==> src/rtl/adc_rd_pkg.sv <==
package adc_rd_pkg;
  localparam int RES_W = 12;
  localparam int LO_W  = 8;
  localparam int ID_W  = 2;
  localparam int HI_W  = RES_W - LO_W;

  typedef enum logic [1:0] {
    S_IDLE,
    S_WAIT,
    S_STRB,
    S_GAP
  } rd_state_t;
endpackage

==> src/rtl/adc_rd_timer.sv <==
module adc_rd_timer #(
  parameter int CW = 4
) (
  input  logic          clk,
  input  logic          rst,
  input  logic          load,
  input  logic [CW-1:0] load_val,
  output logic          zero
);
  logic [CW-1:0] cnt;

  always_ff @(posedge clk) begin
    if (rst)
      cnt <= '0;
    else if (load)
      cnt <= load_val;
    else if (cnt != '0)
      cnt <= cnt - 1'b1;
  end

  assign zero = (cnt == '0);

  // the window counter steps down by one when not reloaded
  a_r5_count_down: assert property (@(posedge clk) disable iff (rst)
    (!load && cnt != '0) |=> (cnt == $past(cnt) - 1'b1));
endmodule

==> src/rtl/adc_rd_seq.sv <==
module adc_rd_seq
  import adc_rd_pkg::*;
#(
  parameter int LOW_CYC = 3,
  parameter int GAP_CYC = 2,
  parameter int CW      = 4
) (
  input  logic          clk,
  input  logic          rst,
  input  logic          start,
  input  logic          busy,
  input  logic          word_mode,
  input  logic          tmr_zero,
  output logic          tmr_load,
  output logic [CW-1:0] tmr_val,
  output logic          cs_n,
  output logic          rd_n,
  output logic          hben,
  output logic          cap,
  output logic          cap_hi,
  output logic          cap_last,
  output logic          mode_q
);
  localparam int LOW_EFF = (LOW_CYC < 1) ? 1 : LOW_CYC;
  localparam int GAP_EFF = (GAP_CYC < 1) ? 1 : GAP_CYC;
  localparam logic [CW-1:0] LOW_V = CW'(LOW_EFF - 1);
  localparam logic [CW-1:0] GAP_V = CW'(GAP_EFF - 1);

  rd_state_t state;
  logic      phase;
  logic      pend;
  logic      byte_first;

  assign byte_first = !mode_q && !phase;

  always_comb begin
    tmr_load = 1'b0;
    tmr_val  = LOW_V;
    case (state)
      S_WAIT: tmr_load = !busy;
      S_STRB: begin
        tmr_load = tmr_zero;
        tmr_val  = GAP_V;
      end
      S_GAP:  tmr_load = tmr_zero && byte_first;
      default: tmr_load = 1'b0;
    endcase
  end

  assign cap      = (state == S_STRB) && tmr_zero;
  assign cap_hi   = phase;
  assign cap_last = mode_q || phase;

  always_ff @(posedge clk) begin
    if (rst) begin
      state  <= S_IDLE;
      phase  <= 1'b0;
      pend   <= 1'b0;
      mode_q <= 1'b1;
      cs_n   <= 1'b1;
      rd_n   <= 1'b1;
      hben   <= 1'b0;
    end else begin
      if (start && state != S_IDLE)
        pend <= 1'b1;
      case (state)
        S_IDLE: begin
          if (start || pend) begin
            pend   <= 1'b0;
            state  <= S_WAIT;
            mode_q <= word_mode;
            phase  <= 1'b0;
            hben   <= 1'b0;
          end
        end
        S_WAIT: begin
          if (!busy) begin
            state <= S_STRB;
            cs_n  <= 1'b0;
            rd_n  <= 1'b0;
          end
        end
        S_STRB: begin
          if (tmr_zero) begin
            state <= S_GAP;
            cs_n  <= 1'b1;
            rd_n  <= 1'b1;
            if (byte_first)
              hben <= 1'b1;
          end
        end
        S_GAP: begin
          if (tmr_zero) begin
            if (byte_first) begin
              phase <= 1'b1;
              state <= S_STRB;
              cs_n  <= 1'b0;
              rd_n  <= 1'b0;
            end else begin
              state <= S_IDLE;
              phase <= 1'b0;
              hben  <= 1'b0;
            end
          end
        end
        default: state <= S_IDLE;
      endcase
    end
  end

  // a first strobe only opens after busy was seen low
  a_r4_no_read_busy: assert property (@(posedge clk) disable iff (rst)
    ($fell(rd_n) && !phase) |-> !$past(busy));

  // high-byte enable does not move inside a strobe
  a_r7_hben_steady: assert property (@(posedge clk) disable iff (rst)
    (!rd_n && $past(!rd_n)) |-> $stable(hben));

  // chip select covers every read strobe
  a_r5_cs_covers_rd: assert property (@(posedge clk) disable iff (rst)
    !rd_n |-> !cs_n);
endmodule

==> src/rtl/adc_rd_assemble.sv <==
module adc_rd_assemble
  import adc_rd_pkg::*;
(
  input  logic             clk,
  input  logic             rst,
  input  logic             cap,
  input  logic             cap_hi,
  input  logic             cap_last,
  input  logic             mode_q,
  input  logic [RES_W-1:0] db,
  output logic [RES_W-1:0] result,
  output logic [ID_W-1:0]  chan_id,
  output logic             valid,
  output logic             frame_err
);
  localparam int ID_LSB = HI_W;
  localparam int Z_LSB  = HI_W + ID_W;

  logic [LO_W-1:0] lo_q;

  always_ff @(posedge clk) begin
    if (rst) begin
      lo_q      <= '0;
      result    <= '0;
      chan_id   <= '0;
      valid     <= 1'b0;
      frame_err <= 1'b0;
    end else begin
      valid     <= 1'b0;
      frame_err <= 1'b0;
      if (cap) begin
        if (mode_q) begin
          result  <= db;
          chan_id <= '0;
          valid   <= 1'b1;
        end else if (!cap_hi) begin
          lo_q <= db[LO_W-1:0];
        end else begin
          result    <= {db[HI_W-1:0], lo_q};
          chan_id   <= db[ID_LSB +: ID_W];
          frame_err <= |db[LO_W-1:Z_LSB];
          valid     <= cap_last;
        end
      end
    end
  end

  // the completion pulse never lasts two cycles
  a_r8_valid_single: assert property (@(posedge clk) disable iff (rst)
    valid |=> !valid);

  // framing error appears only with a completion
  a_r9_ferr_with_valid: assert property (@(posedge clk) disable iff (rst)
    frame_err |-> valid);

  // result holds between completions
  a_r8_result_hold: assert property (@(posedge clk) disable iff (rst)
    !valid |-> $stable(result));
endmodule

==> src/rtl/adc_par_reader.sv <==
module adc_par_reader
  import adc_rd_pkg::*;
#(
  parameter int LOW_CYC = 3,
  parameter int GAP_CYC = 2
) (
  input  logic             clk,
  input  logic             rst,
  input  logic             word_mode,
  input  logic             start,
  input  logic             busy,
  input  logic [RES_W-1:0] db_in,
  output logic             cs_n,
  output logic             rd_n,
  output logic             hben,
  output logic [RES_W-1:0] result,
  output logic [ID_W-1:0]  chan_id,
  output logic             valid,
  output logic             frame_err
);
  localparam int MAXC = (LOW_CYC > GAP_CYC) ? LOW_CYC : GAP_CYC;
  localparam int CW   = (MAXC < 2) ? 1 : $clog2(MAXC);

  logic          tmr_load;
  logic [CW-1:0] tmr_val;
  logic          tmr_zero;
  logic          cap;
  logic          cap_hi;
  logic          cap_last;
  logic          mode_q;

  adc_rd_timer #(.CW(CW)) u_timer (
    .clk      (clk),
    .rst      (rst),
    .load     (tmr_load),
    .load_val (tmr_val),
    .zero     (tmr_zero)
  );

  adc_rd_seq #(.LOW_CYC(LOW_CYC), .GAP_CYC(GAP_CYC), .CW(CW)) u_seq (
    .clk       (clk),
    .rst       (rst),
    .start     (start),
    .busy      (busy),
    .word_mode (word_mode),
    .tmr_zero  (tmr_zero),
    .tmr_load  (tmr_load),
    .tmr_val   (tmr_val),
    .cs_n      (cs_n),
    .rd_n      (rd_n),
    .hben      (hben),
    .cap       (cap),
    .cap_hi    (cap_hi),
    .cap_last  (cap_last),
    .mode_q    (mode_q)
  );

  adc_rd_assemble u_asm (
    .clk       (clk),
    .rst       (rst),
    .cap       (cap),
    .cap_hi    (cap_hi),
    .cap_last  (cap_last),
    .mode_q    (mode_q),
    .db        (db_in),
    .result    (result),
    .chan_id   (chan_id),
    .valid     (valid),
    .frame_err (frame_err)
  );

  // word-mode strobes keep the high-byte enable low
  a_r7_word_hben_low: assert property (@(posedge clk) disable iff (rst)
    (!rd_n && mode_q) |-> !hben);
endmodule

==> config.mk <==
export PLATFORM = sky130hd
export DESIGN_NAME = adc_par_reader
export DESIGN_NICKNAME = d
export VERILOG_FILES = /design/src/rtl/adc_rd_pkg.sv /design/src/rtl/adc_rd_timer.sv /design/src/rtl/adc_rd_seq.sv /design/src/rtl/adc_rd_assemble.sv /design/src/rtl/adc_par_reader.sv
export SDC_FILE = /design/constraint.sdc
export NUM_CORES = 1
export LEC_CHECK = 0
export BUFFER_PORTS_ARGS = -buffer_cell sky130_fd_sc_hd__buf_2
export CAP_MARGIN = 25
export CORE_AREA = 2 2 82 76
export DETAILED_ROUTE_END_ITERATION = 12
export DIE_AREA = 0 0 84 78
export SKIP_CTS_REPAIR_TIMING = 1
export SYNTH_ARGS = -nofsm -noshare
export SYNTH_HDL_FRONTEND = slang
export SYNTH_SLANG_ARGS = --single-unit
==> constraint.sdc <==
create_clock -name clk -period 1.9 [get_ports clk]
set_input_delay 0.38 -clock clk [delete_from_list [all_inputs] [get_ports clk]]
set_output_delay 0.38 -clock clk [all_outputs]
set_load 0.02 [all_outputs]
# Yosys cells after proc, flatten, opt, wreduce, memory -nomap -nowiden
# Index checks and enable logic that the tools add are counted.
dict set report totals {
  output_inout_bits 19
  word_cells 87
  inputBits 17
  register_bits 33
}
dict set report classes {
  add_sub_neg 1
  n_mux 33
  bitwise_logic 3
  n_eq_ne 10
  reduce_logical 28
}
# cell count
set ops {}
lappend ops {{12-bit 2-to-1 mux} 2}
lappend ops {{2-bit 2-to-1 mux} 10}
lappend ops {{1-bit 2-to-1 mux} 16}
lappend ops {{2-bit by 1-bit inequality test with 1-bit output, second input constant} 5}
lappend ops {{2-bit nonzero test} 5}
lappend ops {{1-bit case mux with 3 select lines} 3}
lappend ops {{2-bit case mux with 4 select lines} 1}
lappend ops {{3-bit AND reduction} 2}
lappend ops {{6-bit AND reduction} 1}
lappend ops {{3-bit nonzero test} 2}
lappend ops {{5-bit AND reduction} 1}
lappend ops {{2-bit equality test, second input constant} 2}
lappend ops {{1-bit logical AND} 4}
lappend ops {{2-bit logical NOT} 2}
lappend ops {{2-bit inequality test, second input constant} 2}
lappend ops {{2-bit AND reduction} 2}
lappend ops {{4-bit AND reduction} 1}
lappend ops {{2-bit OR reduction} 2}
lappend ops {{4-bit OR reduction} 1}
lappend ops {{1-bit logical NOT} 3}
lappend ops {{1-bit NOT} 3}
lappend ops {{2-bit by 1-bit equality test with 1-bit output, second input constant} 1}
lappend ops {{1-bit logical OR} 2}
lappend ops {{1-bit case mux with 2 select lines} 1}
lappend ops {{2-bit by 1-bit subtractor with 2-bit output, second input constant} 1}

# Longest topological paths before layout
# Gate-level depths: netlist (run 1).
dict set report depth {
  ltp_word 5
  mapped_depth 8
  ltp_nobuf 5
}

# By module
# From an unflattened synthesis (run 1), not the netlist that was laid out.
dict set report hier_totals {
  hier_cells 175
  area_unflattened_um2 1621.6
}
# mod cells_each n_inst seq_area_each_um2 area_per_inst_um2
set by_module_without_submodules {}
lappend by_module_without_submodules {adc_rd_assemble 104 1 480.5 996.0}
lappend by_module_without_submodules {adc_rd_seq 59 1 140.1 504.2}
lappend by_module_without_submodules {adc_rd_timer 12 1 40.0 121.4}

# Least setup slack after synthesis (run 1)
# OpenSTA, ideal clock, no wires.
dict set report synth_path {
  path_kind {reg2reg}
  start {register u_seq.state[0]}
  end {register u_seq.state[0]}
  required_time_ns 1.778
  path_buffers 0
  synth_period_minus_slack_ns 1.809
  arrival_time_ns 1.687
  setup_ns 0.122
  path_stages_with_launch 6
  slack_ns 0.091
  cell_sequence {dfxtp_1 > inv_1 > ha_1 > nor3b_1 > or4_1 > o311a_1}
}
dict set report synth_between {
  elab_chain_len 3
  elab_cells_between_ends 10
  classes_between {7 x eq/ne; 1 x mux; 2 x reduce/logical}
}
# item line
set synth_rtl {}
lappend synth_rtl {{start: declaration} adc_rd_seq.sv:29} ;# rd_state_t state;
lappend synth_rtl {{start signal: assignment} adc_rd_seq.sv:56} ;# state <= S_IDLE;
lappend synth_rtl {{start signal: assignment} adc_rd_seq.sv:70} ;# state <= S_WAIT;
lappend synth_rtl {{start signal: assignment} adc_rd_seq.sv:78} ;# state <= S_STRB;
lappend synth_rtl {{2-bit equality test (tied with other cells)} adc_rd_seq.sv:66} ;# case (state)
lappend synth_rtl {{2-bit by 1-bit inequality test with 1-bit output (no source line) or 2-bit inequality test (tied branches)} -}
lappend synth_rtl {{4-bit AND reduction (no source line)} -}
# Parallel ways exist; a longest one is shown, timed or not.
# A chain may end at the register's enable or synchronous reset.

# Worst setup path after layout (run 1)
# Same ends and word-level chain as after synthesis.

==> results.cfg, run 1 <==
[timing]
setup_tns_ns = 0
max_clock_freq_mhz = 559
maxSlewViolCount = 0
layout_min_cycle_time_ns = 1.79
min_period_over_period_pct = 94.1
maxSlewHeadroom_pct = 76.2
setup_viol = 0
worst-slew-pin-transition_ns = 0.356
rsz0062_at_grt = no
hold_viol_final = 0
setup_slack_ns = 0.112
fin_worst_skew_ns = 0.00873

[detailed_routing]
totalWireLength_mm = 3.34
drtPass1Iterations = 4
routedWlPerCell_um = 12.3
drc = 0
ant_nets = 0
drt_iter0_drc = 46
vias = 1255
via_per_inst = 4.61

[power_and_ir_drop]
ir_worst_vdd_mv = 0.507
switching_share_pct = 33.1
p_leak_uw = 0.000891
p_int_uw = 1650
switching_power_uw = 817
finalPower_uw = 2470
p_per_area_nw_per_um2 = 1250
pwr-share-comb_pct = 37.2
power_frac_clock_pct = 27.8
seqPwrFrac_pct = 35.0

[synthesis]
synth_top_family_by_area = simple AND/OR/NAND/NOR gates
synth_area_leaders = dfxtp_1, mux2i_1, a211oi_1
syn_area_um2 = 1570
syn-num-nets = 183
synth_xor_area_share_pct = 0.559
synthAdderAreaFrac_pct = 4.79
ys.flop_type = dfxtp_1
synth_top_area_cell = dfxtp_1
yosys-mux-area-fraction_pct = 15.4
syn_inst = 160
synth_seq_cells = 33
synth.top_cell.area_share_pct = 42.2
avgSynthCellArea_um2 = 9.79
yosysWarnings = 0
synthSimpleGateAreaFrac_pct = 17.7
synth.distinct_cells = 41
synth-edff-count = 0
synthArstFlopShare_pct = 0
synth_compound_area_share_pct = 13.9
yosysSeqAreaShare_pct = 42.2

[cts]
cts_tree = yes
cts_buffers = 5
cts_root_buf = clkbuf_8
cts_buffer_depth = 2
htreeDepth = 2
insertion_delay_ns = 0.29
clock_sinks = 33
path_clk_slew_ns = 0.07

[placed_design]
dp_slack_ns = 0.145
dp_hpwl_mm = 2.41
routabilityCongestion = 0.854
numPortBuffers = 35

[global_route]
grt_max_degree = 27
grt_overflow = 0
grt_pass1_vias = 1173
grt_pass1_wl_mm = 5.50
antenna_found_initial = 0
track_usage_pct = 10.7

[floorplan]
rows = 26
die-area_um2 = 6550
coreArea_um2 = 5630
die_w_um = 84
die_h_um = 78
initial_core_util_pct = 27.8
ios = 36

[finish]
fin_nets = 224
drive_gt1_share_pct = 29.7
fin_util_pct = 35.1
fillers = 563
diodes = 0
final_common_cell = buf_2
area_growth_pct = 26.0
final_cell_mix = buf_2, dfxtp_1, nor2_1

[setup_path]
end_kind = flop
reg2regPathDepth = 5
reg2reg_to = u_seq.state[0]$_SDFFE_PP0P_
crit_fanout = 4
r2r_setup_slack_ns = 0.11
cp.required_ns = 2.08
critPathLaunchType = flop
reg2reg_from = u_seq.state[0]$_SDFFE_PP0P_
path_class = reg -> reg
worstPathArrival_ns = 1.96

[hold_path]
worstHoldStart = word_mode
hold_depth = 3
min_to = u_seq.mode_q$_SDFFE_PP1P_
min_path_type = in -> reg

[run_status]
outcome = finished clean

[run]
cap_violations = 0
synthesized netlist by cell type, types with 3 or more instances:
cell type / instances
dfxtp_1: 33
nor2_1: 24
mux2i_1: 23
a211oi_1: 13
buf_2: 6
ha_1: 6
nand2_1: 6
inv_1: 5
a21oi_1: 4
nor3b_1: 3
flip-flops by register name (all words and copies together) (netlist names):
signal	cells
u_asm.chan_id	2
u_seq.cs_n	1
u_seq.hben	1
u_timer.cnt	2
u_seq.pend	1
u_asm.lo_q	8
u_asm.valid	1
u_seq.state	2
u_seq.cap_hi	1
u_asm.frame_err	1
u_seq.mode_q	1
u_asm.result	12
cells by family (layout without fill, tap and decap cells):
family                   Yosys count  in the layout
AND/OR/NAND/NOR                   51             51
flip-flops                        33             33
AO/OA/AOI/OAI                     28             28
multiplexers                      24             24
buffers and inverters             17             59
adder cells (fa/ha/maj)            6              6
XOR/XNOR                           1              1
critical path, cell delays in order, from the launching register on:
cell,delay (ns)
dfxtp_1,0.38
inv_1,0.10
ha_1,0.22
nor3b_1,0.14
or4_1,0.54
o311a_1,0.29
layer usage:
metal  share of wire (%)  track usage [%]  up-vias
li1                    -                -      660
met1                  50             13.4      564
met2                  44             16.5       24
met3                 3.4             2.66        7
met4                 2.5             6.29        0
met5                   0                0        -
how the worst max path moves through the flow:
| stage | startpoint | to | slack, ns | cells past startpoint |
|---|---|---|---|---|
| 2_1_floorplan | u_seq.state[0]$_SDFFE_PP0P_ | u_seq.state[0]$_SDFFE_PP0P_ | 0.09 | 5 |
| 3_3_place_gp | u_seq.state[0]$_SDFFE_PP0P_ | u_seq.state[0]$_SDFFE_PP0P_ | 0.16 | 5 |
| 3_5_place_dp | u_seq.state[0]$_SDFFE_PP0P_ | u_seq.state[0]$_SDFFE_PP0P_ | 0.15 | 5 |
| 4_1_cts | u_seq.state[0]$_SDFFE_PP0P_ | u_seq.state[0]$_SDFFE_PP0P_ | 0.13 | 5 |
| 5_1_grt | u_seq.state[1]$_SDFFE_PP0P_ | u_seq.state[0]$_SDFFE_PP0P_ | 0.01 | 5 |
| 6_report | u_seq.state[0]$_SDFFE_PP0P_ | u_seq.state[0]$_SDFFE_PP0P_ | 0.11 | 5 |
area by class of cell:
cell class                      count  area, um2  area share, %
Multi-Input combinational cell    110        820           41.5
Sequential cell                    33        661           33.5
Timing Repair Buffer               46        270           13.7
Tap cell                           70       87.6           4.44
Clock buffer                        7       86.3           4.38
Clock inverter                      1       30.0           1.52
Inverter                            5       18.8          0.951
power by group through the flow:
stage	sequential [uW]	clock, uW	combinational (uW)
6_report	862	686	918
5_1_grt	877	742	1020
4_1_cts	861	711	925
3_5_place_dp	877	0	919
3_3_place_gp	875	0	918
2_1_floorplan	943	0	613
through the flow:
step | hold WS [ns] | instance area (um2) | cells
finish | 0.313 | 1970 | 272
global route | 0.324 | 1970 | 272
CTS | 0.308 | 1970 | 272
detailed placement | 0.442 | 1860 | 264
global placement | 0.441 | 1860 | 264
floorplan | 0.460 | 1570 | 160
Power figures use the tool's default switching activity.
==> run 2, diff against run 1 <==
Settings changed: ABC_CLOCK_PERIOD_IN_PS set to 1900, CORE_AREA 2 2 82 76 to 2 2 64 60, DIE_AREA 0 0 84 78 to 0 0 66 62, PLACE_DENSITY set to 0.72.
==> results.cfg, run 2 (synthesis gave the netlist of run 1 again) <==
[timing]
setup_viol = 0
fin_worst_skew_ns = 0.00247
min_period_over_period_pct = 94.0
hold_viol_final = 0
layout_min_cycle_time_ns = 1.79
max_clock_freq_mhz = 560
worst-slew-pin-transition_ns = 0.367
maxSlewViolCount = 0
setup_tns_ns = 0
rsz0062_at_grt = no
maxSlewHeadroom_pct = 75.5

[run]
cap_violations = 0

[setup_path]
cp.depth = 5
crit_buf_inv = 1
slowest_delay_ns = 0.55
end_kind = flop
path_class = reg -> reg
critPathLaunchType = flop
crit_chain = inv_1 -> ha_1 -> nor3b_1 -> or4_1 -> o311a_1
crit_fanout = 4
worstPathArrival_ns = 1.97
crit_family = simple AND/OR/NAND/NOR gates
crit_slowest_cell = or4_1
reg2regPathDepth = 5
cp.required_ns = 2.08

[global_route]
grt_pass1_wl_mm = 5.05
antenna_found_initial = 0
grt_max_degree = 27
track_usage_pct = 16.7
grt_pass1_vias = 1145
grt_overflow = 0

[finish]
final_common_cell = buf_2
largest_reg_flops = 12
regMostFlops = u_asm.result
reg_top3 = u_asm.result: 12 flops, u_asm.lo_q: 8 flops
area_growth_pct = 24.5
fin_area_um2 = 1950
diodes = 0
final_cell_mix = buf_2, dfxtp_1, nor2_1
drive_gt1_share_pct = 30.0
fin_nets = 225

[cts]
cts_tree = yes
path_clk_slew_ns = 0.07
cts_buffer_depth = 2
htreeDepth = 2
cts_buffers = 5
cts_root_buf = clkbuf_8
insertion_delay_ns = 0.29
clock_sinks = 33

[power_and_ir_drop]
p_leak_uw = 0.000896
p_per_area_nw_per_um2 = 1280
ir_worst_vdd_mv = 0.498

[detailed_routing]
drt_iter0_drc = 60
ant_nets = 0
via_per_inst = 5.05
drc = 0
totalWireLength_mm = 3.11
drtPass1Iterations = 4
vias = 1258
routedWlPerCell_um = 12.5

[floorplan]
initial_core_util_pct = 44.5
die_w_um = 66
die_h_um = 62
rows = 21
coreArea_um2 = 3520
die-area_um2 = 4090
ios = 36

[placed_design]
numPortBuffers = 35
postPlaceCellArea_um2 = 1830
routabilityCongestion = 0.787
dp_hpwl_mm = 2.23

[hold_path]
hold_depth = 3
min_path_type = in -> reg

[run_status]
outcome = finished clean
run 2: changes by cell type in the layout (fill, tap and decap cells not counted):
cell,previous run,this run
buf_4,10,11
run 2: power by group:
group          internal, uW  total, uW  switching [uW]
sequential              801        866            65.3
clock                   427        687             260
combinational           437        937             500
run 2: layer usage:
metal	part of all wire (%)	track usage, %	up-vias
li1	-	-	655
met3	3.5	5.41	6
met1	49	20.1	579
met5	0	0	-
met4	2.2	8.45	0
met2	46	27.3	18
run 2: worst paths after layout:
| kind | start | endpoint | slack, ns |
|---|---|---|---|
| worst max-delay path | u_seq.state[0]$_SDFFE_PP0P_ | u_seq.state[0]$_SDFFE_PP0P_ | 0.11 |
| worst max register to register | u_seq.state[0]$_SDFFE_PP0P_ | u_seq.state[0]$_SDFFE_PP0P_ | 0.11 |
| worst min register to register | u_asm.chan_id[1]$_SDFFE_PP0P_ | u_asm.chan_id[1]$_SDFFE_PP0P_ | 0.45 |
| worst min-delay path | word_mode | u_seq.mode_q$_SDFFE_PP1P_ | 0.31 |
run 2: area by class of cell:
class	count	area [um2]
Fill cell	332	1570
Sequential cell	33	661
Tap cell	46	57.6
Clock inverter	1	30.0
Inverter	5	18.8
Multi-Input combinational cell	110	820
Timing Repair Buffer	47	278
Clock buffer	7	86.3
run 2: through the flow:
step | util (%) | hold slack (ns) | setup WS (ns) | std cells | total power [uW]
6_report | 55.4 | 0.309 | 0.114 | 249 | 2490
5_1_grt | 55.4 | 0.310 | 0.0220 | 249 | 2650
4_1_cts | 55.4 | 0.307 | 0.100 | 249 | 2520
3_5_place_dp | 52.1 | 0.443 | 0.123 | 241 | 1810
3_3_place_gp | 52.1 | 0.437 | 0.145 | 241 | 1800
2_1_floorplan | - | 0.460 | 0.0911 | 160 | 1560
run 2: worst register-to-register path, stage by stage, from the launching register on:
cell and delay [ns]:
dfxtp_1 0.38, inv_1 0.10, ha_1 0.21, nor3b_1 0.15, or4_1 0.55, o311a_1 0.30
